`src/rtl/cmr_pkg.sv`:
```
package cmr_pkg;
  typedef struct packed {
    logic wr_hit;
    logic wr_err;
    logic hit;
    logic miss;
  } cmr_strobe_t;
endpackage

```
`src/rtl/cmr_window.sv`:
```
module cmr_window #(
  parameter int ADDR_W    = 32,
  parameter int PAGE_LSB  = 12,
  parameter int SPAN_LOG2 = 23,
  parameter bit CLAMP_EN  = 1'b1,
  localparam int PG_W     = ADDR_W - PAGE_LSB
) (
  input  logic [PG_W-1:0]   lo_pg_i,
  input  logic [PG_W-1:0]   hi_pg_i,
  input  logic [ADDR_W-1:0] addr_i,
  output logic              hit_o
);
  localparam logic [ADDR_W:0] SPAN_M = {{(ADDR_W-SPAN_LOG2+1){1'b0}}, {SPAN_LOG2{1'b1}}};

  logic [ADDR_W:0] lo_x, hi_x, eff_hi, addr_x;

  assign lo_x   = {1'b0, lo_pg_i, {PAGE_LSB{1'b0}}};
  assign hi_x   = {1'b0, hi_pg_i, {PAGE_LSB{1'b1}}};
  assign addr_x = {1'b0, addr_i};

  generate
    if (CLAMP_EN) begin : g_clamp
      logic [ADDR_W:0] lim;
      assign lim    = lo_x + SPAN_M;  // one spare bit: no wrap at top of space
      assign eff_hi = (hi_x > lim) ? lim : hi_x;
    end else begin : g_noclamp
      assign eff_hi = hi_x;
    end
  endgenerate

  assign hit_o = (addr_x >= lo_x) && (addr_x <= eff_hi);
endmodule

```
`src/rtl/cmr_strobe_reg.sv`:
```
module cmr_strobe_reg
  import cmr_pkg::*;
(
  input  logic        clk_i,
  input  logic        rst_ni,
  input  cmr_strobe_t d_i,
  output cmr_strobe_t q_o
);
  always_ff @(posedge clk_i or negedge rst_ni) begin
    if (!rst_ni) q_o <= '0;
    else         q_o <= d_i;
  end
endmodule

```
`src/rtl/cache_range_mon.sv`:
```
module cache_range_mon
  import cmr_pkg::*;
#(
  parameter int ADDR_W    = 32,
  parameter int PAGE_LSB  = 12,
  parameter int SPAN_LOG2 = 23,
  localparam int PG_W     = ADDR_W - PAGE_LSB
) (
  input  logic              clk_i,
  input  logic              rst_ni,
  input  logic [PG_W-1:0]   range_lo_i,
  input  logic [PG_W-1:0]   range_hi_i,
  input  logic              cache_en_i,
  input  logic              init_done_i,
  input  logic              wr_hit_sts_i,
  input  logic              wr_err_sts_i,
  input  logic              txn_valid_i,
  input  logic              txn_write_i,
  input  logic [ADDR_W-1:0] txn_addr_i,
  input  logic              lookup_hit_i,
  input  logic              lookup_miss_i,
  input  logic              store_wr_err_i,
  output logic              in_range_o,
  output logic              wr_hit_evt_o,
  output logic              wr_err_evt_o,
  output logic              cache_active_o,
  output logic              hit_inc_o,
  output logic              miss_inc_o
);
  logic        win_hit;
  logic        rd_ok;
  cmr_strobe_t stb_d, stb_q;

  cmr_window #(
    .ADDR_W(ADDR_W), .PAGE_LSB(PAGE_LSB), .SPAN_LOG2(SPAN_LOG2), .CLAMP_EN(1'b1)
  ) u_win (
    .lo_pg_i(range_lo_i), .hi_pg_i(range_hi_i), .addr_i(txn_addr_i), .hit_o(win_hit)
  );

  assign in_range_o     = txn_valid_i & win_hit;
  assign cache_active_o = cache_en_i & init_done_i & ~wr_hit_sts_i & ~wr_err_sts_i;
  assign rd_ok          = in_range_o & ~txn_write_i & cache_active_o;

  always_comb begin
    stb_d        = '0;
    stb_d.wr_hit = in_range_o & txn_write_i & cache_en_i;
    stb_d.wr_err = store_wr_err_i;
    stb_d.hit    = rd_ok & lookup_hit_i;
    stb_d.miss   = rd_ok & lookup_miss_i & ~lookup_hit_i;  // hit wins
  end

  cmr_strobe_reg u_stb (.clk_i(clk_i), .rst_ni(rst_ni), .d_i(stb_d), .q_o(stb_q));

  assign wr_hit_evt_o = stb_q.wr_hit;
  assign wr_err_evt_o = stb_q.wr_err;
  assign hit_inc_o    = stb_q.hit;
  assign miss_inc_o   = stb_q.miss;

  logic [ADDR_W-1:0] win_off;
  assign win_off = txn_addr_i - {range_lo_i, {PAGE_LSB{1'b0}}};

  assert_span_R3: assert property (@(posedge clk_i) disable iff (!rst_ni)
    in_range_o |-> (win_off >> SPAN_LOG2) == '0);
  assert_valid_R4: assert property (@(posedge clk_i) disable iff (!rst_ni)
    in_range_o |-> txn_valid_i);
  assert_wr_evt_R5: assert property (@(posedge clk_i) disable iff (!rst_ni)
    wr_hit_evt_o |-> $past(txn_valid_i && txn_write_i && cache_en_i));
  assert_err_evt_R6: assert property (@(posedge clk_i) disable iff (!rst_ni)
    wr_err_evt_o |-> $past(store_wr_err_i));
  assert_hit_active_R8: assert property (@(posedge clk_i) disable iff (!rst_ni)
    hit_inc_o |-> $past(cache_active_o && lookup_hit_i && !txn_write_i));
  assert_excl_R9: assert property (@(posedge clk_i) disable iff (!rst_ni)
    $countones({hit_inc_o, miss_inc_o}) <= 1);
endmodule

```
`config.mk`:
```
export PLATFORM = sky130hd
export DESIGN_NAME = cache_range_mon
export DESIGN_NICKNAME = d
export VERILOG_FILES = /design/src/rtl/cmr_pkg.sv /design/src/rtl/cmr_window.sv /design/src/rtl/cmr_strobe_reg.sv /design/src/rtl/cache_range_mon.sv
export SDC_FILE = /design/constraint.sdc
export NUM_CORES = 1
export LEC_CHECK = 0
export BUFFER_PORTS_ARGS = -buffer_cell sky130_fd_sc_hd__buf_2
export CAP_MARGIN = 20
export CORE_MARGIN = 2
export CORE_UTILIZATION = 46
export CTS_BUF_LIST = sky130_fd_sc_hd__clkbuf_2
export DETAILED_ROUTE_END_ITERATION = 8
export GPL_ROUTABILITY_DRIVEN = 0
export PLACE_DENSITY = 0.79
export SLEW_MARGIN = 5
export SYNTH_ARGS = -nofsm -noshare
export SYNTH_HDL_FRONTEND = slang
export SYNTH_SLANG_ARGS = --single-unit
```
`constraint.sdc`:
```
create_clock -name clk_i -period 4.85 [get_ports clk_i]
set_input_delay 0.2425 -clock clk_i [delete_from_list [all_inputs] [get_ports clk_i]]
set_output_delay 0.2425 -clock clk_i [all_outputs]
set_load 0.005 [all_outputs]
```
==> results.toml <==
[status]
status = "complete, but fails checks"
violations = "setup timing"

[global_routing]
antenna_found_initial = 0
grt_pass1_vias = 2673
grt_use_total_pct = 27.4
met2_usage_pct = 50.9
grt_pass1_wl_um = 11800
grt_busiest_layer = "met2"
grt_max_degree = 18
use_met1_pct = 35.0
grt_util_met3_pct = 0.949
grt_overflow_total = 0

[critical_path]
crit_buf_inv = 7
crit_chain = "buf_6, or4_4, or3_4, o21a_1, buf_4, nand2_2, xnor2_2, ha_1, buf_4, a21oi_4, o221ai_4, nor4b_4, buf_4, buf_6, nor2_4, mux2_4, ha_4, nand4_1, nor4_2, buf_4, nand4_1, a32oi_2, buf_2"
max_stage_delay_ns = 0.55
cp.required_ns = 4.61
crit_type = "input port to primary output"
crit_family = "simple AND/OR/NAND/NOR gates"
worstPathArrival_ns = 4.89
cp_max_fo = 5
cpMostUsedCell = "buf_4"
end_kind = "primary output"
critPathLaunchType = "input port"
slowest_stage = "or4_4"

[timing]
relSlewSlack_pct = 66.4
hold_violations = 0
fin_crit_sh_pct = 106
worstMarginPinSlew_ns = 0.500
grt_setup_unrepaired = "yes"
finalMaxSlewViolations = 0
max_freq_ghz = 0.195
min_period_ns = 5.13
finalSetupViolCount = 4
worst_slack_ns = -0.281

[floorplan]
coreArea_sq_um = 4720
rows = 25
die_h_um = 74.0
start_util_pct = 47.7
die_area_sq_um = 5470
io_pins = 89
fp.dieW_um = 74.0

[logic_synthesis]
synth_cell_types = 47
yosys.area.top_type_share_pct = 33.9
yosys-top-cells-count = "ha_1, inv_1, a21oi_1, o21ai_1, o31a_1"
ys_seq_elements = 4
synth_most_common_cell = "ha_1"
yosysWarnings = 0
syn_area_sq_um = 2250
avgSynthCellArea_sq_um = 7.93
synth_area_leaders = "ha_1, o31a_1, xnor2_1"
syn_inst = 284
async_flop_share_pct = 100
yosys.area.top_type = "ha_1"
synth_nets = 428
synth-main-ff-cell = "dfrtp_1"
synth_edf_count = 0
ys_seq_area_share_pct = 4.45

[placement]
place_ws_ns = -0.364
portBuffers = 88
dp_hpwl_um = 6240
dp_cells = 469

[detailed_routing]
wire_per_inst_um = 16.5
initialDrtViolationCount = 214
ant_nets = 0
vias = 2839
drcViolationCount = 0
drtPass1Iterations = 5
wl_um = 8010
viasPerCell = 5.84

[final_layout]
layout-drive-gt1-share_pct = 42.7
instances_no_fill = 486
regMostFlops = "u_stb.q_o"
antenna_cells = 0
fin_nets = 565
final_util_pct = 73.2
area_growth_pct = 53.6
reg.largest.list = "u_stb.q_o (4)"
largest_reg_flops = 4

[cts]
path_clk_slew_ns = 0.04
ctsHtreeMaxLevel = 1
cts_tree = "yes"
cts.sinks = 4
root_buffer = "clkbuf_2"
cts_made_buffers = 3
clockBufferDepth = 2

[power]
p_per_area_nw_per_um2 = 141
ir_drop_v = 0.000113
p_leak_nw = 1.72
total_power_w = 0.000487

[worst_hold_path]
hp-class = "input port to register"

[run]
max-cap-violations = 0
==> kinds of logic after synthesis <==
family                   after synthesis  share of synthesized area, %
AO/OA/AOI/OAI                         87                          26.8
XOR/XNOR                              16                          6.23
adder cells (fa/ha/maj)               61                          33.9
buffers and inverters                 33                          6.50
flip-flops                             4                          4.45
multiplexers                           3                          1.39
AND/OR/NAND/NOR                       80                          20.7
==> final timing paths <==
kind	start	endpoint	slack, ns	cells after the start
max	range_lo_i[5]	in_range_o	-0.28	23
min	store_wr_err_i	u_stb.q_o[2]	0.14	1
max in group asynchronous	rst_ni	u_stb.q_o[2]	4.35	2
min in group asynchronous	rst_ni	u_stb.q_o[1]	0.38	2
==> report_power, final <==
part | switching, W | total, W | leakage [nW] | internal (W)
combinational | 0.000212 | 0.000422 | 1.65 | 0.000210
sequential | 0.000000184 | 0.0000345 | 0.0534 | 0.0000343
clock | 0.0000139 | 0.0000306 | 0.0125 | 0.0000166
==> metrics by stage <==
stage,cell area [sq um],TNS [ns],hold slack (ns)
5_1_grt,3460,-1.31,0.116
4_1_cts,3290,-0.234,0.123
6_report,3460,-0.559,0.140
2_1_floorplan,2330,-0.0526,-0.0531
3_3_place_gp,3070,-1.04,0.0480
3_5_place_dp,3070,-1.35,0.0516
==> area by class of cell <==
| cell class | instances | area, sq um |
|---|---|---|
| Clock buffer | 3 | 15.0 |
| Timing Repair Buffer | 138 | 886 |
| Sequential cell | 4 | 100 |
| Multi-Input combinational cell | 247 | 2250 |
| Tap cell | 67 | 83.8 |
| Fill cell | 331 | 1270 |
| Inverter | 27 | 126 |
==> cells in the final DEF, fill, tap and decap left out, types with 3 or more instances in the layout <==
cell type / instances
buf_4: 41
o21a_1: 3
xnor2_1: 12
nand4_1: 15
nand3_1: 7
nor4_1: 6
clkbuf_2: 3
or4_4: 3
a21o_1: 9
buf_6: 6
buf_2: 86
dfrtp_1: 4
nand2_1: 14
ha_1: 55
xnor2_2: 4
o21ai_1: 18
nor2_1: 8
o211ai_1: 3
inv_1: 25
ha_4: 6
o31a_1: 17
nor3_1: 6
a21oi_1: 18
==> metal layers <==
metal / up-vias / routed length [um] / part of all wire [%]
met5: - / 0 / 0
met4: 0 / 143 / 1.8
met3: 18 / 400 / 5.0
met2: 129 / 4000 / 50
met1: 1306 / 3470 / 43
li1: 1386 / - / -
==> repair_timing <==
action,in CTS,in global routing
hold buffers,1,0
gates cloned,1,0
hold endpoints to repair,4,0
buffers inserted,10,3
endpoints found under the setup margin,4,4
pin swaps,19,24
gates resized for setup,22,21
No activity file was read; power rests on OpenSTA's default activity.
